--- config.mk ---
export PLATFORM = sky130hd
export DESIGN_NAME = sram_bus_ctrl
export DESIGN_NICKNAME = d
export VERILOG_FILES = /design/src/rtl/sram_ctrl_pkg.sv /design/src/rtl/sram_cycle_timer.sv /design/src/rtl/sram_seq_fsm.sv /design/src/rtl/sram_host_regs.sv /design/src/rtl/sram_bus_ctrl.sv
export SDC_FILE = /design/constraint.sdc
export NUM_CORES = 1
export LEC_CHECK = 0
export ABC_AREA = 1
export CORE_MARGIN = 5
export CORE_UTILIZATION = 45
export CTS_BUF_LIST = sky130_fd_sc_hd__clkbuf_8
export DETAILED_ROUTE_END_ITERATION = 10
export PLACE_DENSITY = 0.83
export SYNTH_ARGS = -nofsm -noshare
export SYNTH_HDL_FRONTEND = slang
export SYNTH_HIERARCHICAL = 1
export SYNTH_SLANG_ARGS = --single-unit
--- constraint.sdc ---
create_clock -name clk -period 5.1 [get_ports clk]
set_clock_uncertainty 0.15 [all_clocks]
set_input_delay 1.02 -clock clk [delete_from_list [all_inputs] [get_ports clk]]
set_output_delay 1.02 -clock clk [all_outputs]
set_load 0.01 [all_outputs]
--- src/rtl/sram_ctrl_pkg.sv ---
// Shared types and helpers for the asynchronous SRAM bus controller.
package sram_ctrl_pkg;

    typedef enum logic [2:0] {
        ST_IDLE,
        ST_SETUP,
        ST_RD_WAIT,
        ST_WR_PULSE,
        ST_WR_RECOV
    } sram_state_t;

    // Larger of two integers.
    function automatic int imax(input int a, input int b);
        return (a > b) ? a : b;
    endfunction

    // Largest of three integers, never below one.
    function automatic int imax3_min1(input int a, input int b, input int c);
        return imax(1, imax(a, imax(b, c)));
    endfunction

endpackage

--- src/rtl/sram_cycle_timer.sv ---
// Loadable down-counter used for every strobe phase.
// Assumes: load has priority; expired is high while the count is zero.
module sram_cycle_timer #(
    parameter int CNT_W = 4
) (
    input  logic             clk,
    input  logic             rst_n,
    input  logic             load,
    input  logic [CNT_W-1:0] load_val,
    output logic             expired
);

    logic [CNT_W-1:0] cnt;

    // Load a phase length or count down towards zero.
    always_ff @(posedge clk) begin
        if (!rst_n)
            cnt <= '0;
        else if (load)
            cnt <= load_val;
        else if (cnt != '0)
            cnt <= cnt - 1'b1;
    end

    assign expired = (cnt == '0);

endmodule

--- src/rtl/sram_seq_fsm.sv ---
// Transfer sequencer: idle, address setup, then a read wait or a write
// pulse followed by recovery. Strobes are registered from the next state.
// Assumes: op_write is the latched direction of the accepted request.
module sram_seq_fsm
    import sram_ctrl_pkg::*;
#(
    parameter int RD_CYC     = 2,
    parameter int WPULSE_CYC = 2,
    parameter int RECOV_CYC  = 1,
    parameter int CNT_W      = 2
) (
    input  logic             clk,
    input  logic             rst_n,
    input  logic             req,
    input  logic             op_write,
    input  logic             tmr_expired,
    output logic             tmr_load,
    output logic [CNT_W-1:0] tmr_val,
    output logic             accept,
    output logic             capture,
    output sram_state_t      st_next,
    output logic             ack,
    output logic             ce_n,
    output logic             oe_n,
    output logic             we_n
);

    localparam logic [CNT_W-1:0] RD_LOAD = CNT_W'(RD_CYC - 1);
    localparam logic [CNT_W-1:0] WP_LOAD = CNT_W'(WPULSE_CYC - 1);
    localparam logic [CNT_W-1:0] RC_LOAD = CNT_W'(RECOV_CYC - 1);

    sram_state_t state;
    logic        wr_done;

    // Next-state, timer load and event decode.
    always_comb begin
        st_next  = state;
        tmr_load = 1'b0;
        tmr_val  = '0;
        accept   = 1'b0;
        capture  = 1'b0;
        wr_done  = 1'b0;
        case (state)
            ST_IDLE: begin
                if (req) begin
                    accept  = 1'b1;
                    st_next = ST_SETUP;
                end
            end
            ST_SETUP: begin
                tmr_load = 1'b1;
                if (op_write) begin
                    tmr_val = WP_LOAD;
                    st_next = ST_WR_PULSE;
                end else begin
                    tmr_val = RD_LOAD;
                    st_next = ST_RD_WAIT;
                end
            end
            ST_RD_WAIT: begin
                if (tmr_expired) begin
                    capture = 1'b1;
                    st_next = ST_IDLE;
                end
            end
            ST_WR_PULSE: begin
                if (tmr_expired) begin
                    tmr_load = 1'b1;
                    tmr_val  = RC_LOAD;
                    st_next  = ST_WR_RECOV;
                end
            end
            ST_WR_RECOV: begin
                if (tmr_expired) begin
                    wr_done = 1'b1;
                    st_next = ST_IDLE;
                end
            end
            default: st_next = ST_IDLE;
        endcase
    end

    // State register.
    always_ff @(posedge clk) begin
        if (!rst_n)
            state <= ST_IDLE;
        else
            state <= st_next;
    end

    // Registered strobes and completion pulse.
    always_ff @(posedge clk) begin
        if (!rst_n) begin
            ce_n <= 1'b1;
            oe_n <= 1'b1;
            we_n <= 1'b1;
            ack  <= 1'b0;
        end else begin
            ce_n <= !((st_next == ST_RD_WAIT) || (st_next == ST_WR_PULSE));
            oe_n <= !(st_next == ST_RD_WAIT);
            we_n <= !(st_next == ST_WR_PULSE);
            ack  <= capture || wr_done;
        end
    end

endmodule

--- src/rtl/sram_host_regs.sv ---
// Host-side holding registers: latches the operands on acceptance,
// captures read data, and registers the data pad drive enable.
// Assumes: accept and capture never coincide.
module sram_host_regs
    import sram_ctrl_pkg::*;
#(
    parameter int ADDR_W = 20,
    parameter int DATA_W = 8
) (
    input  logic              clk,
    input  logic              rst_n,
    input  logic              accept,
    input  logic              capture,
    input  sram_state_t       st_next,
    input  logic              host_write,
    input  logic [ADDR_W-1:0] host_addr,
    input  logic [DATA_W-1:0] host_wdata,
    input  logic [DATA_W-1:0] mem_dq_i,
    output logic              op_write,
    output logic [ADDR_W-1:0] addr_q,
    output logic [DATA_W-1:0] wdata_q,
    output logic [DATA_W-1:0] rdata_q,
    output logic              dq_oe
);

    // Operand latch, loaded only when a request is accepted.
    always_ff @(posedge clk) begin
        if (!rst_n) begin
            op_write <= 1'b0;
            addr_q   <= '0;
            wdata_q  <= '0;
        end else if (accept) begin
            op_write <= host_write;
            addr_q   <= host_addr;
            wdata_q  <= host_wdata;
        end
    end

    // Read data capture at the end of the access wait.
    always_ff @(posedge clk) begin
        if (!rst_n)
            rdata_q <= '0;
        else if (capture)
            rdata_q <= mem_dq_i;
    end

    // Data pad drive enable, on only for the write pulse.
    always_ff @(posedge clk) begin
        if (!rst_n)
            dq_oe <= 1'b0;
        else
            dq_oe <= (st_next == ST_WR_PULSE);
    end

endmodule

--- src/rtl/sram_bus_ctrl.sv ---
// Top of the asynchronous SRAM bus controller. Joins the sequencer, the
// phase timer and the host registers. Assumes the host holds host_req
// until host_ack; all cycle counts are at least one.
module sram_bus_ctrl
    import sram_ctrl_pkg::*;
#(
    parameter int ADDR_W       = 20,
    parameter int DATA_W       = 8,
    parameter int ADDR_ACC_CYC = 3,
    parameter int CE_ACC_CYC   = 2,
    parameter int OE_ACC_CYC   = 2,
    parameter int WPULSE_CYC   = 2,
    parameter int RECOV_CYC    = 1
) (
    input  logic              clk,
    input  logic              rst_n,
    input  logic              host_req,
    input  logic              host_write,
    input  logic [ADDR_W-1:0] host_addr,
    input  logic [DATA_W-1:0] host_wdata,
    output logic              host_ack,
    output logic [DATA_W-1:0] host_rdata,
    output logic [ADDR_W-1:0] mem_addr,
    output logic              mem_ce_n,
    output logic              mem_oe_n,
    output logic              mem_we_n,
    output logic [DATA_W-1:0] mem_dq_o,
    output logic              mem_dq_oe,
    input  logic [DATA_W-1:0] mem_dq_i
);

    localparam int RD_CYC  = imax3_min1(ADDR_ACC_CYC - 1, CE_ACC_CYC, OE_ACC_CYC);
    localparam int WP_CYC  = imax(1, WPULSE_CYC);
    localparam int RC_CYC  = imax(1, RECOV_CYC);
    localparam int MAX_CYC = imax(RD_CYC, imax(WP_CYC, RC_CYC));
    localparam int CNT_W   = $clog2(MAX_CYC + 1);

    logic             tmr_load;
    logic [CNT_W-1:0] tmr_val;
    logic             tmr_expired;
    logic             accept;
    logic             capture;
    logic             op_write;
    sram_state_t      st_next;

    sram_cycle_timer #(.CNT_W(CNT_W)) u_timer (
        .clk      (clk),
        .rst_n    (rst_n),
        .load     (tmr_load),
        .load_val (tmr_val),
        .expired  (tmr_expired)
    );

    sram_seq_fsm #(
        .RD_CYC     (RD_CYC),
        .WPULSE_CYC (WP_CYC),
        .RECOV_CYC  (RC_CYC),
        .CNT_W      (CNT_W)
    ) u_fsm (
        .clk         (clk),
        .rst_n       (rst_n),
        .req         (host_req),
        .op_write    (op_write),
        .tmr_expired (tmr_expired),
        .tmr_load    (tmr_load),
        .tmr_val     (tmr_val),
        .accept      (accept),
        .capture     (capture),
        .st_next     (st_next),
        .ack         (host_ack),
        .ce_n        (mem_ce_n),
        .oe_n        (mem_oe_n),
        .we_n        (mem_we_n)
    );

    sram_host_regs #(
        .ADDR_W (ADDR_W),
        .DATA_W (DATA_W)
    ) u_regs (
        .clk        (clk),
        .rst_n      (rst_n),
        .accept     (accept),
        .capture    (capture),
        .st_next    (st_next),
        .host_write (host_write),
        .host_addr  (host_addr),
        .host_wdata (host_wdata),
        .mem_dq_i   (mem_dq_i),
        .op_write   (op_write),
        .addr_q     (mem_addr),
        .wdata_q    (mem_dq_o),
        .rdata_q    (host_rdata),
        .dq_oe      (mem_dq_oe)
    );

endmodule

==> results_dict.tcl <==
set metrics [dict create \
    status "completed" \
    synth_cell_types 22 \
    wirelength_um 4460 \
    core_area_sq_mm 0.00429 \
    hold_violations 0 \
    ys_seq_elements 47 \
    critical_path_class "input pin to register" \
    setup.worst_path.start_class "input pin" \
    synth_cells 296 \
    dieArea_sq_mm 0.00581 \
    drive_gt1_share_pct 4.57 \
    vias 1859 \
    initial_core_util_pct 46.0 \
    clock_sinks 47 \
    period_minus_slack_ps 2710 \
    hp-class "register to register" \
    diodes 0 \
    regArea_sq_um 941 \
    wl_per_cell_um 10.5 \
    yosys_warnings 6 \
    nNetsFinal 413 \
    synth_area_sq_mm 0.00197 \
    cts_max_level 2 \
    gr-total-overflow 0 \
    grt_pass1_vias 1796 \
    cp.arrival_ps 2760 \
    avgSynthCellArea_sq_um 6.67 \
    startpoint "host_req" \
    clockBufferDepth 2 \
    place.gp.congestion 0.773 \
    dp_slack_ps 2070 \
    layout_setup_ws_ps 2390 \
    tightest_slew_ps 628 \
    power_density_mw_per_mm2 340 \
    synth_top_area_share_pct 47.7 \
    maxCapViolations 0 \
    crit_path_end_kind "register" \
    cp_slowest_cell "inv_1" \
    antenna_found_initial 0 \
    ys_seq_area_share_pct 47.7 \
    remaining_drc_errors 0 \
    grt_pass1_wl_um 7740 \
    num-fill-cells 391 \
    cts_tree "built" \
    slew_headroom_pct 58.1 \
    leakage_nw 1.40 \
    grt_usage_pct 15.8 \
    setup_viol 0 \
    multi_input_area_sq_um 758 \
    ant_nets 0 \
    post_cts_buffers 0 \
    synth_nets 337 \
    routed_via_density 4.38 \
    clk_latency_ps 290 \
    hpwl_um 3320 \
    timing.final.crit_share_pct 53.2 \
    die_h_um 76.2 \
    path_cells "clkdlybuf4s50_1, nand3_2, inv_1, buf_4, nand2_1, nand2_1, nor2_1" \
    fp-row-count 24 \
    r2r_start "u_fsm/state[1]" \
    hp-start "u_regs/wdata_q[1]" \
    ctsResizeCount 0 \
    firstDrtPassIters 4 \
    crit_fanout 36 \
    finalSetupTns_ps 0 \
    peakVddDrop_uv 178 \
    cts-root-buf "clkbuf_8" \
    rsz0062_at_grt "false" \
    area_growth_pct 45.9 \
    synth_area_leaders "dfxtp_1 (48%), nand2_1 (16%), nor2_1 (14%)" \
    grt_start_max_net_pins 42 \
    cts_hold_repair.buffers 0 \
    clk_pin_slew_ps 80 \
    io_pins 81 \
    fmax_mhz 369 \
    cts_made_buffers 5 \
    synth_top_area_cell "dfxtp_1" \
    port_buffers 80 \
    timing.critical_path.slowest_cell_delay_ps 500 \
    dieWidth_um 76.2 \
    slew_viol_final 0 \
    drt_iter0_markers 104 \
    crit_required_ps 5140 \
    path_common_cell "nand2_1" \
]
-- area by class of cell --
cell class | instances | share of cell area (%)
sequential | 47 | 32.7
timing repair buffer | 82 | 28.3
multi-input combinational | 183 | 26.3
inverter | 53 | 6.90
clock buffer | 5 | 2.39
tap | 52 | 2.26
clock inverter | 2 | 1.17
-- critical path: cells and delay by family --
kind                   cells  cell delay, ps
buffers and inverters      3            1400
and+or+nand+nor            4             330
-- per-stage QoR --
step                power [mW]  utilization (%)  std cells  hold WS [ps]  cell area (sq um)
finish                   0.981             67.1        424           321               2880
global route              1.05             67.1        424           340               2880
CTS                      0.997             67.1        424           324               2880
detailed placement       0.737             64.7        417           312               2780
global placement         0.727             64.7        417           306               2780
floorplan                0.609                -        296           305               1970
-- synthesized netlist by cell type --
cell type	n
clkbuf_1	1
inv_2	2
buf_4	5
nor2_2	1
clkinv_1	2
buf_2	6
a21oi_1	7
nor3_4	1
o21ai_0	2
nand3_2	3
or2_0	1
nand2_2	1
conb_1	1
nand3_1	3
clkbuf_2	1
inv_1	49
nor2_4	1
dfxtp_1	47
nor2_1	76
nor3_1	1
nand2_1	84
ha_1	1
-- cell families (layout without fill, tap and decap cells) --
logic type	count (synthesis)	in the layout	synth area share, %
adders and majority gates	1	1	0.634
and+or+nand+nor	172	172	35.3
DFF	47	47	47.7
AOI/OAI and AO/OA	9	9	2.28
other	1	1	0.190
buffers and inverters	66	142	13.9
-- flip-flops by register name, summed over array words and instances, names as in the netlist --
name             count
u_regs/rdata_q       8
u_timer/cnt          2
u_regs/addr_q       20
u_fsm/ce_n           1
u_fsm/we_n           1
u_regs/dq_oe         1
u_fsm/oe_n           1
u_regs/wdata_q       8
u_regs/op_write      1
u_fsm/ack            1
u_fsm/state          3
-- cells in the final DEF (no fill, tap or decap), drive strengths merged, types with 2 or more instances in the layout --
cell           count
clkbuf             5
o21ai              2
a21oi              7
clkinv             2
nor2              78
buf                2
inv               52
clkdlybuf4s50     80
nand2             85
nor3               2
dfxtp             47
nand3              6
-- worst paths after layout --
kind,to,slack [ps],depth (start not counted)
max,u_regs/addr_q[8],2390,7
min,u_regs/wdata_q[1],320,2
max reg2reg,u_regs/addr_q[8],2960,7
min reg2reg,u_regs/wdata_q[1],320,2
-- per-layer routing --
metal | share of wire (%) | vias to the layer above | GRT usage, % | wire length, um
li1 | - | 994 | - | -
met2 | 45 | 65 | 26.7 | 2010
met3 | 9.1 | 10 | 6.38 | 404
met5 | 0 | - | 0 | 0
met4 | 1.7 | 0 | 5.77 | 77
met1 | 44 | 790 | 17.8 | 1970
-- power by group --
group,internal (mW),switching (mW)
clock,0.142,0.113
sequential,0.415,0.0247
combinational,0.145,0.141
Power figures use the tool's default switching activity.
